[src/rtl/drive_ctl_reg.sv]
module drive_ctl_reg #(
  parameter int HOLD_CYCLES = 4
) (
  input  logic       clk,
  input  logic       rst_n,
  input  logic       wr_en,
  input  logic [7:0] wr_data,
  output logic [7:0] rd_data,
  input  logic       invert,
  input  logic       toggle_mode,
  output logic [3:0] motor_pin,
  output logic [3:0] dsel_pin,
  output logic       drq_int_oe,
  output logic       dak_tc_en,
  output logic       soft_rst
);
  localparam int CNT_W = (HOLD_CYCLES < 2) ? 1 : $clog2(HOLD_CYCLES);
  localparam logic [CNT_W-1:0] RELOAD = CNT_W'(HOLD_CYCLES - 1);

  logic [7:0]       ctl_q;
  logic [CNT_W-1:0] hold_q;
  logic             dma_en;

  always_ff @(posedge clk or negedge rst_n) begin
    if (!rst_n)     ctl_q <= 8'h00;
    else if (wr_en) ctl_q <= wr_data;
  end

  always_ff @(posedge clk or negedge rst_n) begin
    if (!rst_n)              hold_q <= '0;
    else if (!ctl_q[2])      hold_q <= RELOAD;
    else if (hold_q != '0)   hold_q <= hold_q - CNT_W'(1);
  end

  assign rd_data    = ctl_q;
  assign motor_pin  = ctl_q[7:4] ^ {4{invert}};
  assign dsel_pin   = (4'b0001 << ctl_q[1:0]) ^ {4{invert}};
  assign dma_en     = toggle_mode | ctl_q[3];
  assign drq_int_oe = dma_en;
  assign dak_tc_en  = dma_en;
  assign soft_rst   = ~ctl_q[2] | (hold_q != '0);
endmodule

[config.mk]
export PLATFORM = sky130hd
export DESIGN_NAME = drive_ctl_reg
export DESIGN_NICKNAME = d
export VERILOG_FILES = /design/src/rtl/drive_ctl_reg.sv
export SDC_FILE = /design/constraint.sdc
export NUM_CORES = 1
export LEC_CHECK = 0
export ABC_AREA = 1
export BUFFER_PORTS_ARGS = -buffer_cell sky130_fd_sc_hd__buf_2
export CORE_MARGIN = 2
export CORE_UTILIZATION = 41
export CTS_BUF_LIST = sky130_fd_sc_hd__clkbuf_8
export DETAILED_ROUTE_END_ITERATION = 8
export HOLD_SLACK_MARGIN = 0.12
export PLACE_DENSITY = 0.76
export SLEW_MARGIN = 20
export SYNTH_ARGS = -nofsm -noshare
export SYNTH_HDL_FRONTEND = slang
export SYNTH_SLANG_ARGS = --single-unit
[constraint.sdc]
create_clock -name clk -period 1.75 [get_ports clk]
set_input_delay 0.525 -clock clk [delete_from_list [all_inputs] [get_ports clk]]
set_output_delay 0.525 -clock clk [all_outputs]
set_load 0.005 [all_outputs]
After elaboration in Yosys (flattened, before gate mapping). Cells that the tools add are included.

Bits in latches: 0. Bits in read-only memories: 0. Bits of input ports: 13. Memories kept: 0. Register bits: 10. Output and inout bits: 19. Word-level logic and storage cells: 13. RAM bits: 0.

Shift operators: 1. Eq/ne operators: 1. Div/mod/pow operators: 0. Reductions and logical operators: 1. $add $sub $neg: 1. Magnitude comparators: 0. Mux-type cells: 2. $mul: 0. Bitwise logic cells: 5.

Operators by type and width (number): $xor A4 B4 Y4 (2); $mux W2 (2); $shl A1 B2 Y4 const A (1); $ne A2 B1 Y1 const B (1); $or A1 B1 Y1 (2); $reduce_bool A2 Y1 (1); $sub A2 B1 Y2 const B (1); $not A1 Y1 (1).

Depth between registers and ports, before layout.
Word-level depth: 3. Mapped depth: 5.

Worst setup path after synthesis. No wires, ideal clock.

Path type: input to output. From: input port toggle_mode. To: output port drq_int_oe. Arrival: 942 ps. Stages: 2. Required time: 1225 ps. Buffers on the path: 1. Slack: 283 ps. Cell sequence: or2_2 -> buf_4.

Longest elaborated chain between the ends: 1.

Ends and longest elaborated chain: start, declared (line 10) `input logic toggle_mode,`; $or A1 B1 Y1 (line 38) `assign dma_en = toggle_mode | ctl_q[3];`; end, declared (line 13) `output logic drq_int_oe,`.

No other way between the ends.

Final worst setup path.
From: register hold_q[0]. To: output port soft_rst.

Longest elaborated chain between the ends: 2.

Ends and longest elaborated chain: start, declared (line 21) `logic [CNT_W-1:0] hold_q;`; start signal, assigned (line 32) `else if (hold_q != '0) hold_q <= hold_q - CNT_W'(1);`; $reduce_bool A2 Y1 (line 41) `assign soft_rst = ~ctl_q[2] | (hold_q != '0);`; $or A1 B1 Y1 (line 41); end, declared (line 15) `output logic soft_rst`.

No other way between the ends.

==> impl_metrics.toml <==
[setup_path]
cpPeakStageDelay_ps = 370
path_buf_inv = 2
r2r_cells = 5
cp.arrival_ps = 1080
critPathLaunch = "hold_q[0]"
crit_type = "register to output port"
crit_end = "soft_rst"
cp_num_cells = 4
critPathTopFamily = "flip-flops"
crit_slowest_cell = "dfrtp_1"
path_cells = "inv_1 -> ha_1 -> nand2_1 -> buf_2"
critPathLaunchType = "register"
critical_path_required_ps = 1220
r2r_end = "hold_q[0]"
reg2reg_from = "hold_q[0]"
path_max_fanout = 4
end_kind = "output port"
r2r_slack_ps = 780

[final_layout]
final_cell_mix = "31 x buf_2, 23 x nand2_1, 13 x inv_1, 10 x dfrtp_1, 9 x o21ai_0"
nets = 117
drive_gt1_frac = 0.347
n_antenna_cell = 0
synthToLayoutAreaGrowth_pct = 34.0
layout_commonest_cell = "buf_2"
finalNonFillerCells = 116

[pwr]
switchingPower_uw = 170
p_sw_frac = 0.264
seqPwrFrac = 0.434
peakVddDrop_v = 0.000471
leakage_nw = 0.431
internal-power_uw = 473
power_density_nw_per_um2 = 881
pwr-share-comb = 0.215
p_clk_frac = 0.351
power.total_uw = 642

[timing]
period_minus_slack_ps = 1610
setup_ws_ps = 145
maxSlewViolCount = 0
worst_pin_slew_ps = 222
setup_violations = 0
clock_skew_ps = 0.0348
rsz0062_at_grt = "no"
slew_headroom = 0.852
hold_viol_final = 0
fmax_ghz = 0.623
fin_crit_sh = 0.917
setup-tns-final_ps = 0

[drt]
wl_per_cell_um = 9.34
wl_met3_um = 42
firstDrtPassIters = 3
vias = 504
ant_nets = 0
met2_length_um = 553
vias_per_cell = 4.34
drt_iter0_markers = 4
finalWirelength_um = 1080
highest_layer = "met3"
met1_length_um = 486
drc = 0

[floorplanning]
ios = 32
die_h_um = 40.4
rows = 13
start_util = 0.429
design.die.area_sq_um = 1630
die_w_um = 40.4
core_region_area_sq_um = 1270

[clock_network]
tritoncts = "done"
clock_sinks = 10
postCtsSetupRepairBufs = 0
htree_levels = 1
cts_resized = 0
hold_buffers = 0
numCtsBuffers = 3
cts_buffer_depth = 2
clock-root-buffer = "clkbuf_8"
clk_pin_slew_ps = 40
clk_latency_ps = 230

[logic_synthesis]
synth-simple-area-share = 0.225
synth_fp_nets = 84
ys_seq_area_frac = 0.460
synth_xor_area_frac = 0.0644
synthAdderAreaFrac = 0.0230
synth_area_sq_um = 544
yosysWarnings = 0
ys_seq_elements = 10
synth_cell_type_count = 10
synth_top_family_by_area = "simple AND/OR/NAND/NOR gates"
netlist_instances = 70
synth_compound_gate_area_share = 0.0828
synth_area_per_cell_sq_um = 7.78
muxShareOfSynthArea = 0

[grt]
grt_max_degree = 17
antenna_found_initial = 0
track_usage = 0.154
grt_pass1_wl_um = 1590
overflow = 0
grt_pass1_vias = 389

[placement]
dp.cells = 113
place.gp.congestion = 0.643
hpwlAfterDp_um = 868
pre_cts_ws_ps = 152
io_buffers = 31

[worst_hold_path]
holdCritPathClass = "primary input to async pin"

[outcome]
status = "completed"

[flow_run]
max_cap_viol_count = 0
==> metrics by stage <==
step | area (sq um) | hold slack [ps] | utilization
finish | 729 | 147 | 0.575
CTS | 729 | 153 | 0.575
global placement | 688 | 392 | 0.542
detailed placement | 688 | 393 | 0.542
floorplan | 544 | 229 | -
global route | 729 | 153 | 0.575
==> worst register-to-register path: cells and delay by family, from the launching register on <==
kind | cells | cell delay (ps)
buffers and inverters | 2 | 150
flip-flops | 1 | 370
AND/OR/NAND/NOR | 2 | 110
adder cells (fa/ha/maj) | 1 | 210
==> worst min path at each step <==
stage / from / to / slack [ps] / cells after the start
after global placement: rst_n / rd_data[4] / 390 / 1
final: rst_n / rd_data[4] / 150 / 1
after CTS: rst_n / rd_data[3] / 150 / 1
after detailed placement: rst_n / rd_data[3] / 390 / 1
after global routing: rst_n / hold_q[0] / 150 / 1
after floorplan: rst_n / hold_q[0] / 230 / 0
==> state kept, by name (all words and copies together), names as in the netlist <==
signal,count
rd_data,8
hold_q,2
==> kinds of logic (layout without fill, tap and decap cells) <==
logic type	after synthesis	count (layout)
buffers and inverters	16	47
DFF	10	10
adders and majority gates	1	1
AOI/OAI and AO/OA	9	9
and+or+nand+nor	30	30
xor gates and xnor gates	4	4
==> layout make-up <==
class | count | area [sq um]
inverter | 13 | 48.8
fill | 119 | 539
sequential | 10 | 250
tap | 15 | 18.8
clock buffer | 3 | 41.3
multi-input combinational | 44 | 215
timing repair buffer | 31 | 155
==> power by group through the flow <==
stage                     clock, mW  sequential [mW]  combinational (mW)
after detailed placement          0            0.282               0.141
after global placement            0            0.281               0.136
after CTS                     0.228            0.279               0.141
final                         0.225            0.279               0.138
after floorplan                   0            0.280              0.0760
after global routing          0.246            0.283               0.165
==> cells in the mapped netlist, drive strengths merged <==
master  count  area (sq um)
buf         3          30.0
dfrtp      10           250
ha          1          12.5
inv        13          48.8
nand2      23          86.3
nand3       6          30.0
o21ai       9          45.0
or2         1          6.26
xor2        4          35.0
==> metal layers <==
layer | vias up | GRT usage
met1 | 217 | 0.191
met2 | 14 | 0.238
met3 | 0 | 0.0333
met5 | - | 0
met4 | 0 | 0.100
li1 | 273 | -
(Power assumes the default switching activity.)
